--- config.mk ---
export PLATFORM = sky130hd
export DESIGN_NAME = gsdrv_core
export DESIGN_NICKNAME = d
export VERILOG_FILES = /design/src/rtl/gsdrv_pkg.sv /design/src/rtl/gsdrv_rst_sync.sv /design/src/rtl/gsdrv_line_store.sv /design/src/rtl/gsdrv_step_ctr.sv /design/src/rtl/gsdrv_onoff.sv /design/src/rtl/gsdrv_core.sv
export SDC_FILE = /design/constraint.sdc
export NUM_CORES = 1
export LEC_CHECK = 0
export BUFFER_PORTS_ARGS = -buffer_cell sky130_fd_sc_hd__buf_2
export CORE_UTILIZATION = 45
export DETAILED_ROUTE_END_ITERATION = 16
export HOLD_SLACK_MARGIN = 0.02
export SLEW_MARGIN = 20
export SYNTH_ARGS = -nofsm -noshare
export SYNTH_HDL_FRONTEND = slang
export SYNTH_SLANG_ARGS = --single-unit
--- constraint.sdc ---
create_clock -name clk -period 55.7 [get_ports clk]
set_input_delay 0 -clock clk [delete_from_list [all_inputs] [get_ports clk]]
set_output_delay 0 -clock clk [all_outputs]
set_load 0.01 [all_outputs]
--- src/rtl/gsdrv_pkg.sv ---
package gsdrv_pkg;
  localparam int unsigned GS_CH_DEF  = 64;
  localparam int unsigned GS_CW_DEF  = 4;
  localparam int unsigned GS_GRP_DEF = 4;
endpackage

--- src/rtl/gsdrv_rst_sync.sv ---
module gsdrv_rst_sync (
  input  logic clk,
  input  logic rst_n,
  output logic rst_sync_n
);
  logic [1:0] sync_q;
  logic [1:0] sync_d;

  always_comb begin
    sync_d = {sync_q[0], 1'b1};
  end

  always_ff @(posedge clk or negedge rst_n) begin
    if (!rst_n) sync_q <= '0;
    else        sync_q <= sync_d;
  end

  assign rst_sync_n = sync_q[1];
endmodule

--- src/rtl/gsdrv_line_store.sv ---
module gsdrv_line_store #(
  parameter int unsigned CH = gsdrv_pkg::GS_CH_DEF,
  parameter int unsigned CW = gsdrv_pkg::GS_CW_DEF
) (
  input  logic             clk,
  input  logic             rst_n,
  input  logic             shift_en,
  input  logic [CW-1:0]    din,
  input  logic             latch_en,
  output logic [CH*CW-1:0] held_codes,
  output logic [CW-1:0]    cascade_out
);
  localparam int unsigned LINE_W = CH * CW;
  localparam int unsigned KEEP_W = (CH - 1) * CW;

  logic [LINE_W-1:0] stage_q, stage_d;
  logic [LINE_W-1:0] held_q,  held_d;

  // Chain: stage 0 in the low bits, each shift moves codes upward.
  always_comb begin
    stage_d = stage_q;
    if (shift_en) stage_d = {stage_q[KEEP_W-1:0], din};
  end

  // Held line samples the chain as it stood before this edge.
  always_comb begin
    held_d = held_q;
    if (latch_en) held_d = stage_q;
  end

  always_ff @(posedge clk or negedge rst_n) begin
    if (!rst_n) begin
      stage_q <= '0;
      held_q  <= '0;
    end else begin
      stage_q <= stage_d;
      held_q  <= held_d;
    end
  end

  assign held_codes  = held_q;
  assign cascade_out = stage_q[KEEP_W +: CW];
endmodule

--- src/rtl/gsdrv_step_ctr.sv ---
module gsdrv_step_ctr #(
  parameter int unsigned CW = gsdrv_pkg::GS_CW_DEF
) (
  input  logic          clk,
  input  logic          rst_n,
  input  logic          step_en,
  input  logic          restart,
  output logic [CW-1:0] step_cnt
);
  localparam logic [CW-1:0] CNT_TOP = '1;

  logic [CW-1:0] cnt_q, cnt_d;

  always_comb begin
    cnt_d = cnt_q;
    if (restart)                         cnt_d = '0;
    else if (step_en && cnt_q != CNT_TOP) cnt_d = cnt_q + 1'b1;
  end

  always_ff @(posedge clk or negedge rst_n) begin
    if (!rst_n) cnt_q <= '0;
    else        cnt_q <= cnt_d;
  end

  assign step_cnt = cnt_q;
endmodule

--- src/rtl/gsdrv_onoff.sv ---
module gsdrv_onoff #(
  parameter int unsigned CH  = gsdrv_pkg::GS_CH_DEF,
  parameter int unsigned CW  = gsdrv_pkg::GS_CW_DEF,
  parameter int unsigned GRP = gsdrv_pkg::GS_GRP_DEF
) (
  input  logic             clk,
  input  logic             rst_n,
  input  logic             step_en,
  input  logic             restart,
  input  logic [CW-1:0]    step_cnt,
  input  logic [CH*CW-1:0] held_codes,
  input  logic [GRP-1:0]   strobe,
  output logic [CH-1:0]    hold_on,
  output logic [CH-1:0]    chan_on
);
  localparam int unsigned GSIZE = CH / GRP;

  logic [CH-1:0] cmp_hit;
  logic [CH-1:0] grp_gate;
  logic [CH-1:0] en_q, en_d;

  for (genvar c = 0; c < CH; c++) begin : g_chan
    localparam int unsigned GIDX = c / GSIZE;
    assign cmp_hit[c]  = (step_cnt < held_codes[c*CW +: CW]);
    assign grp_gate[c] = strobe[GIDX];
  end

  always_comb begin
    en_d = en_q;
    if (restart)      en_d = '0;
    else if (step_en) en_d = cmp_hit;
  end

  always_ff @(posedge clk or negedge rst_n) begin
    if (!rst_n) en_q <= '0;
    else        en_q <= en_d;
  end

  assign hold_on = en_q;
  assign chan_on = en_q & grp_gate;
endmodule

--- src/rtl/gsdrv_core.sv ---
module gsdrv_core #(
  parameter int unsigned CH  = gsdrv_pkg::GS_CH_DEF,
  parameter int unsigned CW  = gsdrv_pkg::GS_CW_DEF,
  parameter int unsigned GRP = gsdrv_pkg::GS_GRP_DEF
) (
  input  logic           clk,
  input  logic           rst_n,
  input  logic           shift_en,
  input  logic [CW-1:0]  din,
  input  logic           latch_en,
  input  logic           step_en,
  input  logic           restart,
  input  logic [GRP-1:0] strobe,
  output logic [CH-1:0]  chan_on,
  output logic [CW-1:0]  cascade_out
);
  logic             rst_sync_n;
  logic [CH*CW-1:0] held_codes;
  logic [CW-1:0]    step_cnt;
  logic [CH-1:0]    hold_on;

  gsdrv_rst_sync u_rst (
    .clk        (clk),
    .rst_n      (rst_n),
    .rst_sync_n (rst_sync_n)
  );

  gsdrv_line_store #(.CH(CH), .CW(CW)) u_line (
    .clk         (clk),
    .rst_n       (rst_sync_n),
    .shift_en    (shift_en),
    .din         (din),
    .latch_en    (latch_en),
    .held_codes  (held_codes),
    .cascade_out (cascade_out)
  );

  gsdrv_step_ctr #(.CW(CW)) u_ctr (
    .clk      (clk),
    .rst_n    (rst_sync_n),
    .step_en  (step_en),
    .restart  (restart),
    .step_cnt (step_cnt)
  );

  gsdrv_onoff #(.CH(CH), .CW(CW), .GRP(GRP)) u_onoff (
    .clk        (clk),
    .rst_n      (rst_sync_n),
    .step_en    (step_en),
    .restart    (restart),
    .step_cnt   (step_cnt),
    .held_codes (held_codes),
    .strobe     (strobe),
    .hold_on    (hold_on),
    .chan_on    (chan_on)
  );
endmodule

==> flow_summary.toml, run 1 <==
[placed_design]
place_ws_ps = 52760
io_buffers = 81
dp.final_hpwl_um = 31850
place.gp.congestion = 0.7328

[die]
initial_core_util_pct = 45.88
core_area_mm2 = 0.05814
die_w_um = 245.5
fp-row-count = 88
io-pin-count = 82
dieArea_mm2 = 0.06025
die_h_um = 245.5

[grt]
grtUsageTotal_pct = 19.11
grt_overflow_total = 0
grt_pass1_vias = 17330
grt_max_degree = 186
antenna_found_initial = 1
grt_pass1_wl_um = 92500

[timing]
maxSlewViolCount = 0
fmax_mhz = 349.7
report.final.hold_viol_count = 0
fin_tns_setup_ps = 0
rsz0062_at_grt = "no"
finalSetupViolCount = 0
maxSlewHeadroom_pct = 20.11
worst_slew_pin_slew_ps = 1198
period_needed_ps = 2860
finClkSkew_ps = 21.52
post-route-period-util_pct = 5.134
worst_slack_ps = 52840

[detailed_routing]
wl_met2_um = 26570
via_per_inst = 5.247
drt_iter0_drc = 976
routed_wl_um = 55190
drc_errors = 0
top_layer_used = "met4"
firstDrtPassIters = 5
wl_met3_um = 1525
drt-wirelength-per-cell_um = 17.52
wl_met1_um = 25790
vias = 16530
final_antenna_net_count = 0

[yosys]
async_reset_ff_share_pct = 100.0
synth_warnings = 0
synth_top_area_share_pct = 54.60
avgSynthCellArea_um2 = 11.69
synth_cells = 2282
syn-cell-area_mm2 = 0.02667
yosysMostFrequentCell = "dfrtp_1"
synth.yosys.seq_area_share_pct = 54.60
synth_top_area_cell = "dfrtp_1"
ys_seq_elements = 582
syn-num-nets = 2489
synth_area_leaders = "dfrtp_1 55%, mux2_2 14%, ha_1 9.1%"
synth_flop_cell = "dfrtp_1"
ys_top_cells_by_count = "582 x dfrtp_1, 321 x mux2_2, 241 x o21ai_0"
ys_types = 34
synth-edff-count = 0

[job]
maxCapViolations = 0

[clocking]
cts_max_level = 3
ctsLongestPathBuffers = 3
root_buffer = "clkbuf_16"
cts.clk_slew.worst_paths_ps = 60
cts_sinks = 582
worstSkewPairLatency_ps = 590
cts_buffers = 66
cts_tree = "done"

[critical_path]
cp.required_ps = 56280
slowest_delay_ps = 1000
cp.arrival_ps = 3440
path_cells = "buf_12 > buf_4"
crit_buf_inv = 2
worstSetupPathType = "flop to async pin"
crit_slowest_cell = "dfrtp_4"
reg2reg_from = "u_rst.sync_q[1]"
startpoint_type = "flop"
crit_family = "buffers and inverters"
cp-end-kind = "async pin"
crit_start = "u_rst.sync_q[1]"
critPathMaxFanout = 181

[final_layout]
nets = 2550
drive_above_1_share_pct = 22.73
area_growth_pct = 12.27
antenna_cells = 0

[pwr]
power_density_mw_per_mm2 = 38.07
ir_drop_v = 0.00002874
leakage_nw = 14.16

[worst_hold_path]
min_from = "step_en"
worstHoldPathType = "primary input to flop"

[status]
status = "finished, final reports clean"
[cell type report]
type                    count  area (um2)
repair buffers            112       715.7
flip-flops and latches    582       14580
fillers                  5070       28190
clock inverters            13       200.2
inverters                 192       720.7
clock buffers              97        1942
well taps                 765       957.2
multi-input cells        1389       10830
[sequential cells by signal (all words and copies together), names as in the netlist]
register	flops
u_line.held_codes	256
u_line.stage_q	256
u_onoff.hold_on	64
u_ctr.step_cnt	4
u_rst.sync_q	2
[where the power goes]
group          switching, mW  leakage, nW  internal (mW)
registers             0.0477         7.72          0.499
clock network          0.167         1.05          0.263
logic                 0.0827         5.39         0.0802
total                  0.298         14.2          0.842
[logic make-up after synthesis]
| family | Yosys count | synth area share (%) |
|---|---|---|
| flip-flops | 582 | 54.60 |
| AND/OR/NAND/NOR | 441 | 8.659 |
| AO/OA/AOI/OAI | 432 | 9.264 |
| multiplexers | 322 | 13.59 |
| buffers and inverters | 311 | 4.818 |
| adder cells (fa/ha/maj) | 193 | 9.053 |
| other | 1 | 0.01406 |
[layer usage]
layer / GRT usage [%] / vias up
met4: 5.444 / 0
met5: 0 / -
li1: - / 7990
met2: 31.95 / 199
met1: 25.70 / 8247
met3: 2.914 / 91
[metrics by stage]
stage	instances	hold WS [ps]	area (um2)	utilization, %	power, mW
global placement	3027	-202.7	27670	47.60	0.7092
detailed placement	3027	-199.1	27670	47.60	0.7179
global route	3150	239.3	29950	51.51	1.204
floorplan	2282	-295.6	26670	-	0.6655
CTS	3150	164.4	29950	51.51	1.157
finish	3150	211.1	29950	51.51	1.140
[worst paths after layout]
check | slack (ps) | end | cells past startpoint
setup / recovery | 52840 | u_line.held_codes[230] | 2
setup reg to reg | 52840 | u_line.held_codes[230] | 2
min in group asynchronous | 280 | u_rst.sync_q[1] | 3
hold reg to reg | 350 | u_rst.sync_q[1] | 0
max in group clk | 53140 | u_line.stage_q[220] | 5
hold / removal | 210 | u_ctr.step_cnt[2] | 4
[tightest hold or removal path: cells and delay by family]
| kind | cells | cell delay, ps |
|---|---|---|
| AO/OA/AOI/OAI | 1 | 240 |
| buffers and inverters | 2 | 420 |
| AND/OR/NAND/NOR | 1 | 60 |
[cell usage in the layout, fill, tap and decap left out, types with 20 or more instances in the layout]
master,n
inv_1,192
o21ai_0,241
or3_1,45
mux2_2,321
a21oi_1,92
nand2_1,192
ha_1,193
buf_2,79
nor3_1,20
and2_1,64
nor4b_1,45
o21ai_1,42
clkbuf_16,69
nor2_1,46
dfrtp_1,577
[repair_timing]
action / 4_1_cts / 5_1_grt
hold endpoints to repair: 85 / 0
gates resized for setup: 0 / 0
endpoints found under the setup margin: 0 / 0
hold buffers: 13 / 0
buffers inserted: 0 / 0
Note: power is estimated with default switching activity, not from simulation.
==> inputs of run 2 (changes only) <==
- clock period: 55.7 -> 2.8 ns (I/O delays scaled with it)
==> flow_summary.toml, run 2 (same netlist as run 1, synthesis figures left out) <==
[clocking]
cts.clk_slew.worst_paths_ps = 60
root_buffer = "clkbuf_16"
worstSkewPairLatency_ps = 630
cts_sinks = 582
cts_tree = "done"
post_cts_resized = 0
cts_setup_buffers = 0
cts_hold_buf = 9
ctsLongestPathBuffers = 3
cts_max_level = 2
cts_buffers = 61

[critical_path]
crit_slowest_cell = "dfrtp_2"
slowest_delay_ps = 900
cp.required_ps = 3330
critPathMaxFanout = 34
cp.arrival_ps = 2650
worstSetupPathType = "flop to flop"
reg2reg_depth = 5
startpoint_type = "flop"
cp-end-kind = "flop"
path_cells = "buf_12 > ha_1 > nor4b_1 > a21oi_1 > o21ai_1"

[job]
maxCapViolations = 0

[detailed_routing]
firstDrtPassIters = 5
final_antenna_net_count = 0
vias = 16710
drc_errors = 0
drt_iter0_drc = 1080
drt-wirelength-per-cell_um = 17.61
routed_wl_um = 55990
via_per_inst = 5.255

[grt]
grtUsageTotal_pct = 19.29
grt_max_degree = 96
grt_overflow_total = 0
grt_pass1_wl_um = 93750
grt_pass1_vias = 17310
grt_use_met1_pct = 26.80
grt_util_met3_pct = 2.488
grt.busiest_layer = "met2"
groute.layer.met2.usage_pct = 31.63
antenna_found_initial = 1

[pwr]
pwr-share-comb_pct = 14.5
power_density_mw_per_mm2 = 748.0
leakage_nw = 14.37
intPower_mw = 16.73
power.total_mw = 22.68
power_frac_seq_pct = 48.0
swShare_pct = 26.25
p_switching_mw = 5.954
ir_drop_v = 0.0005915
clockPowerShare_pct = 37.5

[die]
io-pin-count = 82
dieArea_mm2 = 0.06025
initial_core_util_pct = 45.88
die_w_um = 245.5
die_h_um = 245.5
core_area_mm2 = 0.05814
fp-row-count = 88

[worst_hold_path]
worstHoldPathType = "primary input to flop"
hold_depth = 2

[final_layout]
final_cell_mix = "577 x dfrtp_1, 321 x mux2_2, 241 x o21ai_0, 193 x ha_1"
nets = 2571
nFillCells = 5079
stdcell_count = 3179
layout_commonest_cell = "dfrtp_1"
drive_above_1_share_pct = 23.95
regArea_mm2 = 0.01457
area_growth_pct = 13.70
multi_input_area_mm2 = 0.01083

[placed_design]
place_ws_ps = 634.3
dp.final_hpwl_um = 34930
io_buffers = 81
dp.cells = 3057
place.gp.congestion = 0.7509

[timing]
post-route-period-util_pct = 75.71
rsz0062_at_grt = "no"
worst_slack_ps = 680.3
fin_tns_setup_ps = 0
maxSlewViolCount = 0
finClkSkew_ps = 24.38
period_needed_ps = 2120
hold_ws_ps = 73.22
report.final.hold_viol_count = 0
finalSetupViolCount = 0
worst_slew_pin_slew_ps = 886.5
fmax_mhz = 471.8
maxSlewHeadroom_pct = 40.90

[status]
status = "finished, final reports clean"
-- run 2: changes by cell type in the layout (fill, tap and decap cells not counted), sizes merged --
cell,delta
clkinv,+7
diode,+1
bufinv,+3
dlygate4sd3,-4
clkbuf,-8
buf,+30
-- run 2: power groups by stage --
stage | combinational, mW | sequential [mW] | clock [mW]
2_1_floorplan | 2.47 | 10.7 | 0
5_1_grt | 3.81 | 11.1 | 9.09
4_1_cts | 3.35 | 10.9 | 8.77
3_3_place_gp | 3.20 | 11.0 | 0
3_5_place_dp | 3.31 | 11.0 | 0
6_report | 3.29 | 10.9 | 8.51
-- run 2: layout make-up --
type | count | share of cell area, %
sequential | 582 | 48.05
tap | 765 | 3.156
antenna | 1 | 0.008252
timing repair buffer | 138 | 3.631
clock buffer | 89 | 5.912
inverter | 192 | 2.376
clock inverter | 23 | 1.155
multi-input combinational | 1389 | 35.71
-- run 2: worst max-delay path, delay by kind of cell, from the launching register on --
kind	cells	cell delay (ps)
AO/OA/AOI/OAI	2	160
AND/OR/NAND/NOR	1	330
buffers and inverters	1	330
flip-flops	1	900
adder cells (fa/ha/maj)	1	280
-- run 2: path summary, 6_finish.rpt --
check | from | endpoint | slack, ps
min in group asynchronous | rst_n | u_rst.sync_q[1] | 210
max reg2reg | u_ctr.step_cnt[3] | u_onoff.hold_on[50] | 680
min | restart | u_ctr.step_cnt[2] | 70
max | u_ctr.step_cnt[3] | u_onoff.hold_on[50] | 680
max in group asynchronous | u_rst.sync_q[1] | u_line.stage_q[167] | 1480
min reg2reg | u_rst.sync_q[1] | u_line.stage_q[235] | 240
-- run 2: per-stage QoR --
step                      area (um2)  util, %
after floorplan                26680        -
after global placement         28090    48.32
after detailed placement       28090    48.32
after CTS                      30320    52.16
after global routing           30320    52.16
final                          30330    52.17
-- run 2: routing by layer --
layer,share of wire (%),vias up
li1,-,8049
met1,47,8354
met2,48,226
met3,3.0,78
met4,2.2,0
met5,0,-
==> inputs of run 3 (changes only) <==
- clock period: 2.8 -> 2.15 ns (I/O delays scaled with it)
==> flow_summary.toml, run 3 (same netlist as run 1, synthesis figures left out) <==
[detailed_routing]
drt-wirelength-per-cell_um = 17.96
wl_met2_um = 27460
top_layer_used = "met4"
firstDrtPassIters = 5
vias = 16890
final_antenna_net_count = 0
routed_wl_um = 57500
drt_iter0_drc = 997
wl_met3_um = 1898
drc_errors = 0
wl_met1_um = 27000
via_per_inst = 5.277

[critical_path]
crit_slowest_cell = "dfrtp_2"
worstSetupPathType = "flop to flop"
r2r_end = "u_ctr.step_cnt[2]"
crit_family = "flip-flops"
cp.required_ps = 2670
path_cells = "ha_1 > and4b_1 > nor3_1 > dlygate4sd3_1"
critPathMaxFanout = 19
reg2reg_slack_ps = 150
reg2reg_from = "u_ctr.step_cnt[0]"
slowest_delay_ps = 760
cp-end-kind = "flop"
reg2reg_depth = 4
cp.arrival_ps = 2520
startpoint_type = "flop"
crit_buf_inv = 1

[worst_hold_path]
worstHoldPathType = "primary input to async pin"

[die]
initial_core_util_pct = 45.88
dieArea_mm2 = 0.06025
io-pin-count = 82
die_h_um = 245.5
die_w_um = 245.5
fp-row-count = 88
core_area_mm2 = 0.05814

[final_layout]
nets = 2590
final_util_pct = 52.68
regArea_mm2 = 0.01457
stdcell_count = 3201
multi_input_area_mm2 = 0.01083
area_growth_pct = 14.82
layout_commonest_cell = "dfrtp_1"
nFillCells = 5045
final_cell_mix = "577 x dfrtp_1, 321 x mux2_2, 241 x o21ai_0, 193 x ha_1"
drive_above_1_share_pct = 24.36

[clocking]
cts_sinks = 582
cts_setup_buffers = 0
root_buffer = "clkbuf_16"
cts_max_level = 2
post_cts_resized = 0
cts_tree = "done"
worstSkewPairLatency_ps = 640
cts_hold_buf = 15
cts.clk_slew.worst_paths_ps = 60
cts_buffers = 61
ctsLongestPathBuffers = 3

[pwr]
intPower_mw = 21.64
swShare_pct = 26.64
pwr-share-comb_pct = 15.0
power_frac_seq_pct = 47.9
p_switching_mw = 7.856
clockPowerShare_pct = 37.1
power_density_mw_per_mm2 = 963.1
ir_drop_v = 0.0006877
power.total_mw = 29.50
leakage_nw = 14.51

[timing]
worst_slew_pin_slew_ps = 780.4
post-route-period-util_pct = 93.17
hold_ws_ps = 206.7
maxSlewHeadroom_pct = 47.97
finClkSkew_ps = 22.74
report.final.hold_viol_count = 0
rsz0062_at_grt = "no"
period_needed_ps = 2003
maxSlewViolCount = 0
finalSetupViolCount = 0
fmax_mhz = 499.2

[grt]
grt_overflow_total = 0
grt_pass1_vias = 17590
grt_pass1_wl_um = 96300
antenna_found_initial = 1
grtUsageTotal_pct = 19.92
grt_max_degree = 144

[placed_design]
dp.cells = 3070
io_buffers = 81
dp.final_hpwl_um = 36150
place.gp.congestion = 0.7873

[job]
maxCapViolations = 0

[status]
status = "finished, final reports clean"
run 3: cell count changes in the layout (fill, tap and decap cells not counted), sizes merged:
cell,delta
clkinv,+4
clkbuf,+2
bufinv,-2
clkinvlp,-1
dlygate4sd3,+6
diode,+1
inv,-1
buf,+13
run 3: stage by stage:
| stage | setup slack, ps | cell area (um2) | setup TNS (ps) |
|---|---|---|---|
| final | 146.7 | 30630 | 0 |
| after global routing | 59.58 | 30620 | 0 |
| after CTS | 170.1 | 30620 | 0 |
| after detailed placement | 316.3 | 28360 | 0 |
| after global placement | 374.3 | 28360 | 0 |
| after floorplan | -3499 | 26680 | -2045360 |
run 3: how the worst max path moves through the flow:
stage,startpoint,to,depth (start not counted)
2_1_floorplan,u_rst.sync_q[1],u_ctr.step_cnt[0],0
3_3_place_gp,u_ctr.step_cnt[1],u_onoff.hold_on[25],5
3_5_place_dp,u_ctr.step_cnt[0],u_onoff.hold_on[31],4
4_1_cts,u_ctr.step_cnt[0],u_ctr.step_cnt[2],4
5_1_grt,u_ctr.step_cnt[0],u_ctr.step_cnt[2],4
6_report,u_ctr.step_cnt[0],u_ctr.step_cnt[2],4
run 3: routing by layer:
metal / global-route usage, % / up-vias
li1: - / 8099
met1: 27.59 / 8466
met2: 32.64 / 244
met3: 2.619 / 83
met4: 5.828 / 0
met5: 0 / -
run 3: cell type report:
| type | instances | share of cell area (%) |
|---|---|---|
| Antenna cell | 2 | 0.01634 |
| Clock buffer | 91 | 5.907 |
| Clock inverter | 23 | 0.9764 |
| Inverter | 192 | 2.353 |
| Multi-Input combinational cell | 1389 | 35.36 |
| Sequential cell | 582 | 47.58 |
| Tap cell | 765 | 3.125 |
| Timing Repair Buffer | 157 | 4.682 |
run 3: worst register-to-register path, stage by stage (launching register included):
cell and delay [ps]:
dfrtp_2 760, ha_1 290, and4b_1 210, nor3_1 60, dlygate4sd3_1 570
run 3: power by group through the flow:
stage,clock [mW],sequential [mW],combinational (mW)
after floorplan,0,14.0,3.22
after global placement,0,14.3,4.26
after detailed placement,0,14.3,4.42
after CTS,11.2,14.1,4.51
after global routing,11.7,14.4,5.09
final,10.9,14.1,4.43
